**config.mk**
```make
export PLATFORM = sky130hd
export DESIGN_NAME = coded_order_addr_gen
export DESIGN_NICKNAME = d
export VERILOG_FILES = /design/src/rtl/coded_order_addr_gen.sv
export SDC_FILE = /design/constraint.sdc
export NUM_CORES = 1
export LEC_CHECK = 0
export ABC_AREA = 1
export BUFFER_PORTS_ARGS = -buffer_cell sky130_fd_sc_hd__clkbuf_2
export CAP_MARGIN = 0
export CORE_MARGIN = 2
export CORE_UTILIZATION = 55
export DETAILED_ROUTE_END_ITERATION = 6
export GPL_ROUTABILITY_DRIVEN = 0
export GPL_TIMING_DRIVEN = 0
export PLACE_DENSITY = 0.7
export SYNTH_ARGS = -nofsm -noshare
export SYNTH_HDL_FRONTEND = slang
export SYNTH_SLANG_ARGS = --single-unit
```
**constraint.sdc**
```tcl
create_clock -name clk -period 31.6 [get_ports clk]
set_input_delay 1.58 -clock clk [delete_from_list [all_inputs] [get_ports clk]]
set_output_delay 1.58 -clock clk [all_outputs]
set_load 0.02 [all_outputs]
```
**src/rtl/coded_order_addr_gen.sv**
```systemverilog
module coded_order_addr_gen #(
  parameter int MAX_BW = 512,
  parameter int MAX_BH = 512
) (
  input  logic                 clk,
  input  logic                 rst_n,
  input  logic                 start,
  input  logic [$clog2(MAX_BW+1)-1:0] blk_w,
  input  logic [$clog2(MAX_BH+1)-1:0] blk_h,
  input  logic                 out_ready,
  output logic                 busy,
  output logic                 out_valid,
  output logic [5:0]           coef,
  output logic [1:0]           plane,
  output logic [$clog2(MAX_BW+1)-1:0] sb_x,
  output logic [$clog2(MAX_BH+1)-1:0] sb_y,
  output logic [3:0]           hil_idx,
  output logic [$clog2(MAX_BW*MAX_BH + 2*((MAX_BW+1)/2)*((MAX_BH+1)/2) + 1)-1:0] blk_addr,
  output logic                 out_last
);
  localparam int WW = $clog2(MAX_BW+1);
  localparam int HW = $clog2(MAX_BH+1);
  localparam int AW = $clog2(MAX_BW*MAX_BH + 2*((MAX_BW+1)/2)*((MAX_BH+1)/2) + 1);

  function automatic logic [3:0] hil_xy(input logic [3:0] k);
    case (k)
      4'd0:  hil_xy = {2'd0, 2'd0};
      4'd1:  hil_xy = {2'd0, 2'd1};
      4'd2:  hil_xy = {2'd1, 2'd1};
      4'd3:  hil_xy = {2'd1, 2'd0};
      4'd4:  hil_xy = {2'd2, 2'd0};
      4'd5:  hil_xy = {2'd3, 2'd0};
      4'd6:  hil_xy = {2'd3, 2'd1};
      4'd7:  hil_xy = {2'd2, 2'd1};
      4'd8:  hil_xy = {2'd2, 2'd2};
      4'd9:  hil_xy = {2'd3, 2'd2};
      4'd10: hil_xy = {2'd3, 2'd3};
      4'd11: hil_xy = {2'd2, 2'd3};
      4'd12: hil_xy = {2'd1, 2'd3};
      4'd13: hil_xy = {2'd1, 2'd2};
      4'd14: hil_xy = {2'd0, 2'd2};
      default: hil_xy = {2'd0, 2'd3};
    endcase
  endfunction

  logic [WW-1:0] w_r, cw, pw, nsbx_m1;
  logic [HW-1:0] h_r, ch, ph, nsby_m1;
  logic [3:0]    hxy;
  logic [WW+1:0] col;
  logic [HW+1:0] row;
  logic [2:0]    rem_x, rem_y;
  logic [15:0]   tail_mask;
  logic          in_plane, last_sb, tail_empty, step, hil_end, sbx_end, sby_end;
  logic [AW-1:0] luma_sz, chroma_sz, base;

  assign cw = WW'((WW+1)'(w_r) + 1'b1 >> 1);
  assign ch = HW'((HW+1)'(h_r) + 1'b1 >> 1);
  assign pw = (plane == 2'd0) ? w_r : cw;
  assign ph = (plane == 2'd0) ? h_r : ch;
  assign nsbx_m1 = WW'(((WW+2)'(pw) + (WW+2)'(3)) >> 2) - WW'(1);
  assign nsby_m1 = HW'(((HW+2)'(ph) + (HW+2)'(3)) >> 2) - HW'(1);

  assign hxy = hil_xy(hil_idx);
  assign col = {sb_x, 2'b00} + (WW+2)'(hxy[3:2]);
  assign row = {sb_y, 2'b00} + (HW+2)'(hxy[1:0]);
  assign in_plane = (col < (WW+2)'(pw)) && (row < (HW+2)'(ph));

  assign rem_x = 3'((WW+2)'(pw) - {nsbx_m1, 2'b00});
  assign rem_y = 3'((HW+2)'(ph) - {nsby_m1, 2'b00});

  for (genvar k = 0; k < 16; k++) begin : g_tail
    localparam logic [3:0] KXY = hil_xy(4'(k));
    assign tail_mask[k] = (3'(KXY[3:2]) < rem_x) && (3'(KXY[1:0]) < rem_y);
  end

  assign hil_end    = (hil_idx == 4'd15);
  assign sbx_end    = (sb_x == nsbx_m1);
  assign sby_end    = (sb_y == nsby_m1);
  assign last_sb    = sbx_end && sby_end;
  assign tail_empty = ((tail_mask >> hil_idx) >> 1) == 16'd0;

  assign out_valid = busy && in_plane;
  assign out_last  = out_valid && (coef == 6'd63) && (plane == 2'd2) && last_sb && tail_empty;
  assign step      = busy && (!in_plane || out_ready);

  assign luma_sz   = AW'(w_r) * AW'(h_r);
  assign chroma_sz = AW'(cw) * AW'(ch);
  assign base      = (plane == 2'd0) ? '0 : (plane == 2'd1) ? luma_sz : luma_sz + chroma_sz;
  assign blk_addr  = base + AW'(row) * AW'(pw) + AW'(col);

  always_ff @(posedge clk) begin
    if (!rst_n) begin
      busy <= 1'b0;
      coef <= '0; plane <= '0; sb_x <= '0; sb_y <= '0; hil_idx <= '0;
      w_r <= '0; h_r <= '0;
    end else if (!busy) begin
      if (start && blk_w != '0 && blk_h != '0) begin
        busy <= 1'b1;
        w_r <= blk_w; h_r <= blk_h;
        coef <= '0; plane <= '0; sb_x <= '0; sb_y <= '0; hil_idx <= '0;
      end
    end else if (step) begin
      if (out_last) begin
        busy <= 1'b0;
      end else if (!hil_end) begin
        hil_idx <= hil_idx + 4'd1;
      end else begin
        hil_idx <= '0;
        if (!sbx_end) sb_x <= sb_x + WW'(1);
        else begin
          sb_x <= '0;
          if (!sby_end) sb_y <= sb_y + HW'(1);
          else begin
            sb_y <= '0;
            if (plane != 2'd2) plane <= plane + 2'd1;
            else begin
              plane <= '0;
              coef  <= coef + 6'd1;
            end
          end
        end
      end
    end
  end

  assert_start_R2: assert property (@(posedge clk) disable iff (!rst_n)
    (start && !busy && blk_w != '0 && blk_h != '0) |=> busy);
  assert_coef_order_R3: assert property (@(posedge clk) disable iff (!rst_n)
    (busy && $past(busy)) |-> (coef >= $past(coef)));
  assert_hold_R9: assert property (@(posedge clk) disable iff (!rst_n)
    (out_valid && !out_ready) |=> (out_valid && $stable(coef) && $stable(plane) &&
      $stable(sb_x) && $stable(sb_y) && $stable(hil_idx) && $stable(blk_addr)));
  assert_last_tuple_R10: assert property (@(posedge clk) disable iff (!rst_n)
    out_last |-> (out_valid && coef == 6'd63 && plane == 2'd2));
  assert_last_idle_R10: assert property (@(posedge clk) disable iff (!rst_n)
    (out_last && out_ready) |=> (!busy && !out_valid));
endmodule

```
==> results of run 1 <==
-- cell type report --
cell class / count / area share, %
Buffer: 75 / 2.046
Clock buffer: 9 / 1.253
Clock inverter: 7 / 0.5220
Inverter: 578 / 12.07
Multi-Input combinational cell: 1683 / 72.93
Sequential cell: 57 / 6.347
Tap cell: 390 / 2.714
Timing Repair Buffer: 76 / 2.116
-- layer usage --
| layer | vias up | wire length, um | GRT usage [%] |
|---|---|---|---|
| li1 | 7407 | - | - |
| met1 | 7393 | 18820 | 38.59 |
| met2 | 631 | 22360 | 51.79 |
| met3 | 117 | 3407 | 3.647 |
| met4 | 0 | 1855 | 11.72 |
| met5 | - | 0 | 0 |
-- cells by family (layout without fill, tap and decap cells) --
logic type               count (synthesis)  count (layout)  synth area share (%)
AND/OR/NAND/NOR                        976             976                 25.12
XOR/XNOR                                61              61                 3.182
flip-flops                              57              57                 6.796
adder cells (fa/ha/maj)                416             416                 42.04
buffers and inverters                  653             745                 15.11
AO/OA/AOI/OAI                          230             230                 7.750
-- sequential cells by signal (all words and copies together) (netlist names) --
name	flops
plane	2
busy	1
coef	6
hil_idx	4
sb_y	10
sb_x	10
h_r	10
hxy	4
w_r	10
-- critical path, delay by kind of cell, from the launching register on --
kind / cells / cell delay (ps)
flops: 1 / 400
buf+inv: 12 / 1260
simple gates: 3 / 340
fa+ha+maj: 15 / 6940
xor+xnor: 2 / 510
compound gates: 10 / 2330
-- path summary, 6_finish.rpt --
| kind | from | end | slack [ps] | depth (start not counted) |
|---|---|---|---|---|
| setup / recovery | w_r[6] | blk_addr[17] | 17910 | 42 |
| hold / removal | coef[5] | coef[5] | 540 | 2 |
| setup reg to reg | w_r[0] | sb_x[5] | 26730 | 22 |
| hold reg to reg | coef[5] | coef[5] | 540 | 2 |
-- per-stage QoR --
stage	util (%)	power, W
floorplan	-	0.0003515
global placement	59.11	0.0004320
detailed placement	59.11	0.0004430
CTS	60.18	0.0005530
global route	60.18	0.0006092
finish	60.18	0.0005563
-- power by group --
part	leakage [nW]	total, W	switching [W]	internal [W]
sequential	0.467	0.0000828	0.00000654	0.0000763
clock	0.152	0.000110	0.0000413	0.0000690
combinational	9.19	0.000363	0.000244	0.000120
-- synthesized netlist by cell type (3+ instances only) --
library cell	count	area [sq um]
nand2_1	565	2121
inv_1	553	2076
fa_1	247	4945
nor2_1	176	660.6
ha_1	169	2115
nand3_1	110	550.5
a21oi_1	93	465.5
o21ai_0	74	370.4
dfxtp_1	57	1141
clkbuf_1	45	168.9
xor2_1	39	341.6
nand2_2	30	187.7
nand4_1	27	168.9
xnor2_1	22	192.7
inv_2	20	75.07
nor3_1	14	70.07
nor2_2	13	81.33
buf_4	12	90.09
o21ai_1	12	60.06
buf_2	9	45.04
nand3_2	9	90.09
nor4_1	9	56.30
o21bai_1	9	67.56
nor2_4	6	67.56
buf_1	5	18.77
clkinv_1	5	18.77
nor3b_1	5	37.54
o22ai_1	5	31.28
buf_6	4	45.04
a211oi_1	3	22.52
a22oi_1	3	22.52
o211ai_1	3	22.52
o21ai_2	3	26.28
o31ai_1	3	22.52
o32ai_1	3	26.28
==> flow_metrics.tcl, run 1 <==
set metrics [dict create \
    fp.dieW_um 178.7 \
    worstPathRequired_ps 30020 \
    drc 0 \
    io_pins 78 \
    ys_ff_latch 57 \
    die_area_sq_um 31940 \
    cts_sinks 57 \
    drive_gt1_share_pct 8.410 \
    final_cell_area_sq_um 17980 \
    place_area_sq_um 17660 \
    end_kind "primary output" \
    vdd_ir_drop_max_mv 0.02928 \
    drtAntennaViolNets 0 \
    cp_max_fo 10 \
    grt_max_degree 12 \
    hold_class "register to register" \
    mostFrequentLayoutCell "nand2_1" \
    synth_edf_count 0 \
    stdcell_count 2875 \
    synthArstFlopShare_pct 0 \
    clk_pin_slew_ps 60 \
    finalWirelength_um 46450 \
    synthDistinctLibCells 56 \
    final.setup.tns_ps 0 \
    track_usage_pct 30.07 \
    whs_ps 541.2 \
    fin_crit_sh_pct 43.33 \
    syn_to_final_growth_pct 7.072 \
    antenna_found_initial 0 \
    wire_per_inst_um 16.15 \
    cp_common_cell "fa_1" \
    synthCells 2393 \
    port_buffers 76 \
    final_cell_mix "nand2_1, inv_1, fa_1" \
    fillers 2916 \
    htreeDepth 3 \
    clockBufferDepth 2 \
    initialDrtViolationCount 1224 \
    power.leakage_nw 9.811 \
    grt-ovfl-total 0 \
    synthesis.area_sq_um 16790 \
    cts_tree "built" \
    dpl.hpwl_um 39960 \
    regArea_sq_um 1141 \
    finalCriticalPeriod_ps 13690 \
    worstMarginPinSlew_ps 715.0 \
    grt_pass1_vias 15290 \
    grt_pass1_wl_um 75180 \
    hold_violations 0 \
    ys.flop_type "dfxtp_1" \
    critPathKind "register to primary output" \
    initial_core_util_pct 56.20 \
    antenna-diode-count 0 \
    rsz0062_at_grt "no" \
    yosysWarnings 0 \
    die_h_um 178.7 \
    synth-seq-area-share_pct 6.796 \
    drv_slew 0 \
    cts_buffers 9 \
    slew_headroom_pct 52.16 \
    coreArea_sq_um 29870 \
    run_status "complete, no violations" \
    ctsHoldBuffers 0 \
    cp-start-kind "register" \
    syn_nets 2833 \
    setup_ws_ps 17910 \
    clk_latency_ps 350 \
    finalSetupViolCount 0 \
    dp_cells 2859 \
    max_stage_delay_ps 560 \
    cts_resized 0 \
    fmax_ghz 0.07303 \
    slowest_stage "fa_1" \
    place_ws_ps 18310 \
    pwr_density_cell_nw_per_um2 30.95 \
    skew_ps 15.22 \
    row_count 63 \
    fin_nets 2920 \
    post_cts_buffers 0 \
    clockRootBuffer "clkbuf_16" \
    drv_cap 0 \
    viasPerCell 5.408 \
    first_pass_iters 7 \
    vias 15550 \
    synth.avg_cell_area_sq_um 7.017 \
    arrival_ps 12110 \
    multi_input_area_sq_um 13110 \
]
(Power assumes the default switching activity.)
==> inputs of run 2 (changes only) <==
Clock period 31.6 ns to 12.7 ns, I/O delays scaled along.
==> run 2 against run 1 <==
Compared with the run above:
- cell area rose by 0.17%
- register-to-register slack got worse by 19000 ps
- utilization grew 0.10 points
- final cell count shrank 0.21%
- clock power up 150%
- worst hold slack worse by 12 ps
- combinational power grew to 2.5 times the previous value
- global-route usage unchanged
- critical path depth rose by 4
- largest cell class unchanged
- largest power group unchanged
- highest routed layer unchanged
==> flow_metrics.tcl, run 2 (synthesis gave the netlist of run 1 again) <==
set metrics [dict create \
    run_status "complete, no violations" \
    fin_nets 2914 \
    max_stage_delay_ps 560 \
    final_cell_area_sq_um 18010 \
    vias 15570 \
    fp.dieW_um 178.7 \
    cp_max_fo 10 \
    critPathKind "register to primary output" \
    skew_ps 14.82 \
    grt_max_degree 12 \
    clockBufferDepth 2 \
    hold_path_end "h_r[1]" \
    coreArea_sq_um 29870 \
    dpl.hpwl_um 39960 \
    finalSetupViolCount 0 \
    cts_buffers 9 \
    vdd_ir_drop_max_mv 0.07165 \
    io_pins 78 \
    end_kind "primary output" \
    arrival_ps 11490 \
    initial_core_util_pct 56.20 \
    clk_latency_ps 350 \
    path_depth 46 \
    antenna-diode-count 0 \
    slowest_stage "fa_1" \
    grt_pass1_wl_um 75180 \
    cp-start-kind "register" \
    hold_depth 2 \
    track_usage_pct 30.07 \
    fillers 2915 \
    cp_common_cell "fa_1" \
    place_area_sq_um 17660 \
    min-delay-start "h_r[1]" \
    htreeDepth 3 \
    drive_gt1_share_pct 8.955 \
    final_cell_mix "nand2_1, inv_1, fa_1" \
    cp_top_family "adder cells" \
    post-route-util_pct 60.28 \
    row_count 63 \
    die_area_sq_um 31940 \
    worstMarginPinSlew_ps 705.2 \
    hold_class "register to register" \
    finalWirelength_um 46560 \
    initialDrtViolationCount 1334 \
    grt_pass1_vias 15290 \
    worstPathRequired_ps 12060 \
    grt-ovfl-total 0 \
    reg2reg_depth 22 \
    crit_buf_inv 12 \
    port_buffers 76 \
    finalCriticalPeriod_ps 12130 \
    clockRootBuffer "clkbuf_16" \
    syn_to_final_growth_pct 7.258 \
    drtAntennaViolNets 0 \
    hold_violations 0 \
    first_pass_iters 7 \
    post_cts_buffers 0 \
    power.leakage_nw 9.840 \
    clk_pin_slew_ps 60 \
    wire_per_inst_um 16.23 \
    pwr_density_cell_nw_per_um2 77.19 \
    fmax_ghz 0.08246 \
    r2r_slack_ps 7810 \
    slew_headroom_pct 52.81 \
    worstReg2RegEnd "sb_x[5]" \
    fin_crit_sh_pct 95.49 \
    drv_cap 0 \
    viasPerCell 5.428 \
    reg2reg_from "w_r[0]" \
    mostFrequentLayoutCell "nand2_1" \
    drv_slew 0 \
    rsz0062_at_grt "yes" \
    cts_sinks 57 \
    drc 0 \
    cts_tree "built" \
    antenna_found_initial 0 \
    die_h_um 178.7 \
]
run 2: cell count changes in the layout (fill, tap and decap cells not counted), sizes merged:
cell / previous run / this run
clkbuf: 130 / 124
run 2: cell type report:
| class | count | area (sq um) | area share [%] |
|---|---|---|---|
| inverter | 578 | 2170 | 12.05 |
| multi-input combinational | 1683 | 13150 | 73.02 |
| sequential | 57 | 1142 | 6.343 |
| clock inverter | 7 | 93.84 | 0.5210 |
| tap | 390 | 488.0 | 2.709 |
| clock buffer | 9 | 225.2 | 1.251 |
| buffer | 69 | 360.3 | 2.001 |
| timing repair buffer | 76 | 380.4 | 2.112 |
run 2: worst max-delay path by stage:
stage                       from           end
after floorplan           h_r[1]  blk_addr[17]
after global placement    h_r[1]  blk_addr[17]
after detailed placement  h_r[1]  blk_addr[17]
after CTS                 w_r[6]  blk_addr[17]
after global routing      w_r[7]  blk_addr[18]
final                     w_r[7]  blk_addr[18]
run 2: per-layer routing:
layer | share of wire (%) | GRT usage (%)
met1 | 41 | 38.59
met2 | 48 | 51.79
met3 | 6.9 | 3.647
met4 | 3.9 | 11.72
met5 | 0 | 0
run 2: repair_timing:
action	in CTS	in global routing
endpoints found under the hold margin	0	0
pin swaps	0	0
hold buffers	0	0
endpoints found under the setup margin	1	4
gates resized for setup	1	28
run 2: worst reg2reg max path, cell delays in order, from the launching register on:
cell and delay, ps:
dfxtp_1 470, ha_1 300, nand2_1 140, nor2_1 150, nand3_1 110, nand3_1 100, nand2_1 320, inv_1 190
clkbuf_1 470, ha_1 360, a21oi_1 130, o21ai_0 100, a21oi_1 120, o21ai_0 210, nor2_1 250, inv_1 80
nor2_1 190, nand3_4 130, nand3b_4 170, nor2_4 100, inv_2 80, nand2_1 270, nor3b_1 360
run 2: per-stage QoR:
stage | power [W] | std cells | setup WS (ps) | TNS (ps) | hold WS, ps
6_report | 0.001390 | 2869 | 572.4 | 0 | 528.9
5_1_grt | 0.001523 | 2869 | -83.30 | -83.30 | 538.6
4_1_cts | 0.001376 | 2875 | 12.23 | 0 | 534.8
3_5_place_dp | 0.001102 | 2859 | 356.1 | 0 | 526.0
3_3_place_gp | 0.001075 | 2859 | 435.4 | 0 | 509.5
2_1_floorplan | 0.0008747 | 2393 | 1594 | 0 | 475.8
run 2: where the power goes:
| group | internal, W | switching (W) | leakage (nW) |
|---|---|---|---|
| sequential | 0.000190 | 0.0000160 | 0.467 |
| clock | 0.000172 | 0.000101 | 0.152 |
| combinational | 0.000301 | 0.000610 | 9.22 |
